### config.mk
export PLATFORM = sky130hd
export DESIGN_NAME = phy_pwrup_seq
export DESIGN_NICKNAME = d
export VERILOG_FILES = /design/src/rtl/phy_pwrup_pkg.sv /design/src/rtl/phy_pwrup_timer.sv /design/src/rtl/phy_pwrup_poll.sv /design/src/rtl/phy_pwrup_seq.sv
export SDC_FILE = /design/constraint.sdc
export NUM_CORES = 1
export LEC_CHECK = 0
export ABC_AREA = 1
export CELL_PAD_IN_SITES_DETAIL_PLACEMENT = 1
export CELL_PAD_IN_SITES_GLOBAL_PLACEMENT = 1
export CORE_MARGIN = 8
export CORE_UTILIZATION = 40
export CTS_BUF_LIST = sky130_fd_sc_hd__clkbuf_4 sky130_fd_sc_hd__clkbuf_8
export DETAILED_ROUTE_END_ITERATION = 16
export PLACE_DENSITY = 0.82
export REMOVE_ABC_BUFFERS = 1
export SETUP_SLACK_MARGIN = 0.05
export SYNTH_ARGS = -nofsm -noshare
export SYNTH_HDL_FRONTEND = slang
export SYNTH_SLANG_ARGS = --single-unit
### constraint.sdc
create_clock -name clk -period 7.7 [get_ports clk]
set_input_delay 1.54 -clock clk [delete_from_list [all_inputs] [get_ports clk]]
set_output_delay 1.54 -clock clk [all_outputs]
set_load 0.01 [all_outputs]
### src/rtl/phy_pwrup_pkg.sv
package phy_pwrup_pkg;

    typedef enum logic [2:0] {
        SQ_HOLD  = 3'd0,
        SQ_PWRUP = 3'd1,
        SQ_CLKON = 3'd2,
        SQ_EPRST = 3'd3,
        SQ_LOCK  = 3'd4,
        SQ_CORE  = 3'd5,
        SQ_READY = 3'd6,
        SQ_FAIL  = 3'd7
    } sq_state_e;

    typedef struct packed {
        sq_state_e st;
        logic      test_pd;
        logic      core_rst;
        logic      refclk_en;
        logic      phy_rst;
        logic      ep_act;
        logic      ready;
        logic      busy;
        logic      err;
    } sq_regs_t;

    // Output image of each state; outputs are registered together with the state.
    function automatic sq_regs_t sq_decode(sq_state_e s);
        sq_regs_t r;
        r.st        = s;
        r.test_pd   = 1'b1;
        r.core_rst  = 1'b1;
        r.refclk_en = 1'b0;
        r.phy_rst   = 1'b1;
        r.ep_act    = 1'b0;
        r.ready     = 1'b0;
        r.busy      = 1'b0;
        r.err       = 1'b0;
        case (s)
            SQ_PWRUP: begin
                r.test_pd = 1'b0;
                r.busy    = 1'b1;
            end
            SQ_CLKON: begin
                r.test_pd   = 1'b0;
                r.refclk_en = 1'b1;
                r.busy      = 1'b1;
            end
            SQ_EPRST: begin
                r.test_pd   = 1'b0;
                r.refclk_en = 1'b1;
                r.ep_act    = 1'b1;
                r.busy      = 1'b1;
            end
            SQ_LOCK: begin
                r.test_pd   = 1'b0;
                r.refclk_en = 1'b1;
                r.phy_rst   = 1'b0;
                r.busy      = 1'b1;
            end
            SQ_CORE: begin
                r.test_pd   = 1'b0;
                r.refclk_en = 1'b1;
                r.phy_rst   = 1'b0;
                r.core_rst  = 1'b0;
                r.busy      = 1'b1;
            end
            SQ_READY: begin
                r.test_pd   = 1'b0;
                r.refclk_en = 1'b1;
                r.phy_rst   = 1'b0;
                r.core_rst  = 1'b0;
                r.ready     = 1'b1;
            end
            SQ_FAIL: begin
                r.test_pd   = 1'b0;
                r.refclk_en = 1'b1;
                r.phy_rst   = 1'b0;
                r.err       = 1'b1;
            end
            default: ;
        endcase
        return r;
    endfunction

endpackage

### src/rtl/phy_pwrup_timer.sv
// Tick counter shared by all wait phases. It restarts on clr and wraps
// to zero when the limit is reached, so one instance also paces polls.
module phy_pwrup_timer #(
    parameter int TW = 8
) (
    input  logic          clk,
    input  logic          rst_n,
    input  logic          clr,
    input  logic          tick,
    input  logic [TW-1:0] limit,
    output logic          done
);
    logic [TW-1:0] cnt_d, cnt_q;

    assign done = tick && (cnt_q == (limit - TW'(1)));

    always_comb begin
        cnt_d = cnt_q;
        if (clr) begin
            cnt_d = '0;
        end else if (done) begin
            cnt_d = '0;
        end else if (tick) begin
            cnt_d = cnt_q + TW'(1);
        end
    end

    always_ff @(posedge clk or negedge rst_n) begin
        if (!rst_n) begin
            cnt_q <= '0;
        end else begin
            cnt_q <= cnt_d;
        end
    end
endmodule

### src/rtl/phy_pwrup_poll.sv
// Counts lock samples that came back negative.
module phy_pwrup_poll #(
    parameter int POLLS = 4
) (
    input  logic clk,
    input  logic rst_n,
    input  logic clr,
    input  logic inc,
    output logic last
);
    localparam int PW = (POLLS > 1) ? $clog2(POLLS) : 1;

    logic [PW-1:0] cnt_d, cnt_q;

    assign last = (cnt_q == PW'(POLLS - 1));

    always_comb begin
        cnt_d = cnt_q;
        if (clr) begin
            cnt_d = '0;
        end else if (inc && !last) begin
            cnt_d = cnt_q + PW'(1);
        end
    end

    always_ff @(posedge clk or negedge rst_n) begin
        if (!rst_n) begin
            cnt_q <= '0;
        end else begin
            cnt_q <= cnt_d;
        end
    end
endmodule

### src/rtl/phy_pwrup_seq.sv
module phy_pwrup_seq
    import phy_pwrup_pkg::*;
#(
    parameter int PD_TO_REFCLK_US  = 10,
    parameter int CLK_SETTLE_US    = 200,
    parameter int EP_HOLD_US       = 100,
    parameter int LOCK_POLL_GAP_US = 50,
    parameter int LOCK_POLL_MAX    = 2000,
    parameter int CORE_SETTLE_US   = 200,
    parameter bit EP_ACTIVE_HIGH   = 1'b1
) (
    input  logic clk,
    input  logic rst_n,
    input  logic tick_us,
    input  logic start,
    input  logic pwr_dn,
    input  logic pll_locked,
    output logic phy_test_pd,
    output logic core_rst,
    output logic refclk_en,
    output logic phy_rst,
    output logic ep_rst,
    output logic ready,
    output logic busy,
    output logic lock_err
);
    localparam int M1   = (PD_TO_REFCLK_US > CLK_SETTLE_US) ? PD_TO_REFCLK_US : CLK_SETTLE_US;
    localparam int M2   = (EP_HOLD_US > LOCK_POLL_GAP_US) ? EP_HOLD_US : LOCK_POLL_GAP_US;
    localparam int M3   = (M1 > M2) ? M1 : M2;
    localparam int TMAX = (M3 > CORE_SETTLE_US) ? M3 : CORE_SETTLE_US;
    localparam int TW   = $clog2(TMAX + 1);

    sq_regs_t  q, d;
    sq_state_e st_n;
    logic [TW-1:0] limit;
    logic t_done, t_clr, p_last, p_inc, p_clr;

    // Wait length of the current phase.
    always_comb begin
        case (q.st)
            SQ_PWRUP: limit = TW'(PD_TO_REFCLK_US);
            SQ_CLKON: limit = TW'(CLK_SETTLE_US);
            SQ_EPRST: limit = TW'(EP_HOLD_US);
            SQ_LOCK:  limit = TW'(LOCK_POLL_GAP_US);
            SQ_CORE:  limit = TW'(CORE_SETTLE_US);
            default:  limit = TW'(1);
        endcase
    end

    always_comb begin
        st_n = q.st;
        case (q.st)
            SQ_HOLD:  if (start)  st_n = SQ_PWRUP;
            SQ_PWRUP: if (t_done) st_n = SQ_CLKON;
            SQ_CLKON: if (t_done) st_n = SQ_EPRST;
            SQ_EPRST: if (t_done) st_n = SQ_LOCK;
            SQ_LOCK: begin
                if (t_done) begin
                    if (pll_locked) begin
                        st_n = SQ_CORE;
                    end else if (p_last) begin
                        st_n = SQ_FAIL;
                    end
                end
            end
            SQ_CORE:  if (t_done) st_n = SQ_READY;
            default: ;
        endcase
        if (pwr_dn) begin
            st_n = SQ_HOLD;
        end
        d = sq_decode(st_n);
    end

    assign t_clr = (st_n != q.st);
    assign p_clr = (q.st != SQ_LOCK);
    assign p_inc = (q.st == SQ_LOCK) && t_done && !pll_locked;

    phy_pwrup_timer #(.TW(TW)) u_timer (
        .clk   (clk),
        .rst_n (rst_n),
        .clr   (t_clr),
        .tick  (tick_us),
        .limit (limit),
        .done  (t_done)
    );

    phy_pwrup_poll #(.POLLS(LOCK_POLL_MAX)) u_poll (
        .clk   (clk),
        .rst_n (rst_n),
        .clr   (p_clr),
        .inc   (p_inc),
        .last  (p_last)
    );

    always_ff @(posedge clk or negedge rst_n) begin
        if (!rst_n) begin
            q <= sq_decode(SQ_HOLD);
        end else begin
            q <= d;
        end
    end

    assign phy_test_pd = q.test_pd;
    assign core_rst    = q.core_rst;
    assign refclk_en   = q.refclk_en;
    assign phy_rst     = q.phy_rst;
    assign ready       = q.ready;
    assign busy        = q.busy;
    assign lock_err    = q.err;

    generate
        if (EP_ACTIVE_HIGH) begin : g_ep_hi
            assign ep_rst = q.ep_act;
        end else begin : g_ep_lo
            assign ep_rst = ~q.ep_act;
        end
    endgenerate
endmodule

==> results_dict.tcl <==
set metrics [dict create \
    critPathRequiredTime_ns 7.87 \
    slew_headroom_pct 61.4 \
    powerDensity_nw_per_um2 176 \
    gp_congestion 0.872 \
    synth_cell_types 32 \
    multi_input_area_um2 982 \
    syn_to_final_growth_pct 14.5 \
    io_pins 14 \
    yosysWarnings 0 \
    final_cell_mix "60 x nand2_1, 35 x inv_1, 30 x nand3_1, 27 x dfrtp_1, 22 x nor2_1" \
    htreeDepth 2 \
    worst_path_most_repeated_cell "inv_4" \
    grt_pass1_wl_um 8620 \
    cts_tree "built" \
    routedWlPerCell_um 14.5 \
    grt_usage_pct 14.4 \
    crit_fanout 8 \
    post_cts_buffers 0 \
    die_h_um 85.5 \
    cts_hold_buffers 0 \
    drv_cap 0 \
    hold_path_depth 1 \
    crit_path_start "tick_us" \
    routed_wl_um 4850 \
    cts.reportedPaths.clkPinSlew_ns 0.07 \
    cts-buffers-inserted 5 \
    rsz0062_at_grt "false" \
    cts.path.max_buffers 2 \
    gr-total-overflow 0 \
    seqCellArea_um2 754 \
    critPathArrivalTime_ns 3.76 \
    hold_end "u_poll.cnt_q[5]" \
    worst_path_largest_cell_delay_ns 0.50 \
    ys_seq_elements 30 \
    power.leakage_uw 0.00107 \
    nets 288 \
    end_kind "flip-flop" \
    synth.avg_cell_area_um2 7.41 \
    critical_path_class "input pin to flip-flop" \
    antenna-diode-count 0 \
    cpLargestDelayFamily "simple AND/OR/NAND/NOR gates" \
    r2r_slack_ns 4.43 \
    clk_latency_ns 0.28 \
    cts_root_buffer "clkbuf_8" \
    crit_buf_inv 5 \
    outcome "finished clean" \
    core_area_um2 4690 \
    drive_gt1_share_pct 13.9 \
    r2r_cells 19 \
    hp-class "flip-flop to flip-flop" \
    finalSetupViolations 0 \
    ys_seq_area_share_pct 39.0 \
    synth_area_um2 1930 \
    grt_max_degree 31 \
    grt_pass1_vias 1830 \
    finalSetupTns_ns 0 \
    drv_slew 0 \
    fill_cells 607 \
    die_x_um 85.5 \
    num_vias 1756 \
    cp-start-kind "input pin" \
    first_pass_iters 4 \
    initial_core_util_pct 41.2 \
    io_buffer_count 13 \
    hp-start "u_poll.cnt_q[5]" \
    viasPerCell 5.26 \
    die-area_um2 7320 \
    worst_slew_pin_slew_ns 0.579 \
    path_cells "clkdlybuf4s50_1 -> inv_1 -> nor2_1 -> nand3_1 -> nor2_2 -> nand2_2 -> nor2_4 -> inv_4 -> nor3_4 -> inv_4 -> nand2_4 -> inv_2 -> a22o_1" \
    reg2reg_to "u_poll.cnt_q[1]" \
    peakVddDrop_v 0.000132 \
    drc 0 \
    ctsResizeCount 0 \
    hold_viol_final 0 \
    layout_commonest_cell "nand2_1" \
    dp_hpwl_um 3880 \
    clkSinkCount 30 \
    setup_slack_ns 4.11 \
    r2r_start "q[9]" \
    netlist_instances 261 \
    fin_worst_skew_ns 0.00423 \
    antenna_found_initial 0 \
    antenna_left 0 \
    rows 25 \
    slowest_stage "clkdlybuf4s50_1" \
    period_minus_slack_ns 3.59 \
    fmax_ghz 0.279 \
    post-place-ws_ns 3.81 \
    post-route-period-util_pct 46.6 \
    utilization_pct 47.2 \
    drt_iter0_markers 55 \
]
==> registers in the layout, summed over array words and instances, names as in the netlist <==
register	flops
phy_test_pd	1
phy_rst	1
q	3
u_poll.cnt_q	11
ready	1
refclk_en	1
u_timer.cnt_q	8
lock_err	1
core_rst	1
busy	1
ep_rst	1
==> cell type report <==
cell class	instances	area share (%)
multi-input cells	187	44.4
flip-flops and latches	30	34.1
inverters	41	7.40
repair buffers	14	6.21
clock buffers	5	3.11
clock inverters	3	1.81
well taps	54	3.05
==> power by group <==
group / total, uW / internal, uW / switching, uW
logic: 66.4 / 23.8 / 42.6
registers: 168 / 163 / 5.87
clock network: 156 / 95.1 / 60.4
==> metal layers <==
metal / vias to the layer above / share of wire, % / GRT usage, %
met4: 0 / 0.64 / 3.03
met2: 29 / 49 / 24.0
met5: - / 0 / 0
met3: 4 / 3.9 / 3.44
met1: 838 / 47 / 18.5
li1: 885 / - / -
==> cells in the mapped netlist <==
| library cell | n | area, um^2 |
|---|---|---|
| nand3_2 | 3 | 30.0 |
| o21ai_0 | 14 | 70.1 |
| nor2_2 | 1 | 6.26 |
| o211ai_1 | 1 | 7.51 |
| nand2_4 | 2 | 22.5 |
| inv_4 | 4 | 25.0 |
| nand2_2 | 8 | 50.1 |
| inv_1 | 35 | 131 |
| nor4_1 | 1 | 6.26 |
| nor3_2 | 1 | 10.0 |
| nand3b_1 | 1 | 7.51 |
| inv_2 | 1 | 3.75 |
| o22ai_1 | 3 | 18.8 |
| nor3_1 | 12 | 60.1 |
| dfstp_2 | 3 | 78.8 |
| nor2_1 | 22 | 82.6 |
| buf_6 | 3 | 33.8 |
| ha_1 | 3 | 37.5 |
| nand3_1 | 30 | 150 |
| o21ai_2 | 1 | 8.76 |
| nor3_4 | 1 | 16.3 |
| nor2_4 | 3 | 33.8 |
| dfrtp_1 | 27 | 676 |
| or2_2 | 2 | 12.5 |
| xor2_1 | 4 | 35.0 |
| a22o_1 | 2 | 17.5 |
| nand2_1 | 60 | 225 |
| nand4_1 | 5 | 31.3 |
| clkinv_1 | 1 | 3.75 |
| a21oi_1 | 3 | 15.0 |
| a31oi_1 | 3 | 18.8 |
| a2bb2oi_1 | 1 | 8.76 |
==> logic make-up after synthesis <==
family | synth area share (%)
AND/OR/NAND/NOR | 38.5
buffers and inverters | 10.2
flip-flops | 39.0
AO/OA/AOI/OAI | 8.54
XOR/XNOR | 1.81
adder cells (fa/ha/maj) | 1.94
==> metrics by stage <==
stage / instances / hold slack (ns) / cell area (um^2) / power [uW]
detailed placement: 326 / 0.533 / 2110 / 239
finish: 334 / 0.541 / 2210 / 390
global route: 334 / 0.556 / 2210 / 410
CTS: 334 / 0.545 / 2210 / 394
floorplan: 258 / 0.469 / 1900 / 216
global placement: 326 / 0.506 / 2110 / 237
==> worst reg2reg max path: stages (launching register included) <==
cell and delay (ns):
dfrtp_1 0.59, nor2_4 0.22, nand2_2 0.15, nand2_1 0.13
inv_1 0.05, ha_1 0.28, inv_1 0.04, nand2_1 0.04
nand2_1 0.05, nor2_1 0.13, nand3_1 0.10, nor2_2 0.13
nand2_2 0.08, nor2_4 0.22, inv_4 0.09, nor3_4 0.38
inv_4 0.11, nand2_4 0.13, inv_2 0.06, a22o_1 0.18
==> worst max-delay path by stage <==
stage | cells past startpoint | to
after CTS | 13 | u_poll.cnt_q[1]
after global routing | 13 | u_poll.cnt_q[9]
after detailed placement | 13 | u_poll.cnt_q[1]
after floorplan | 12 | u_poll.cnt_q[1]
after global placement | 13 | u_poll.cnt_q[1]
final | 13 | u_poll.cnt_q[1]
Note: power is estimated with default switching activity, not from simulation.
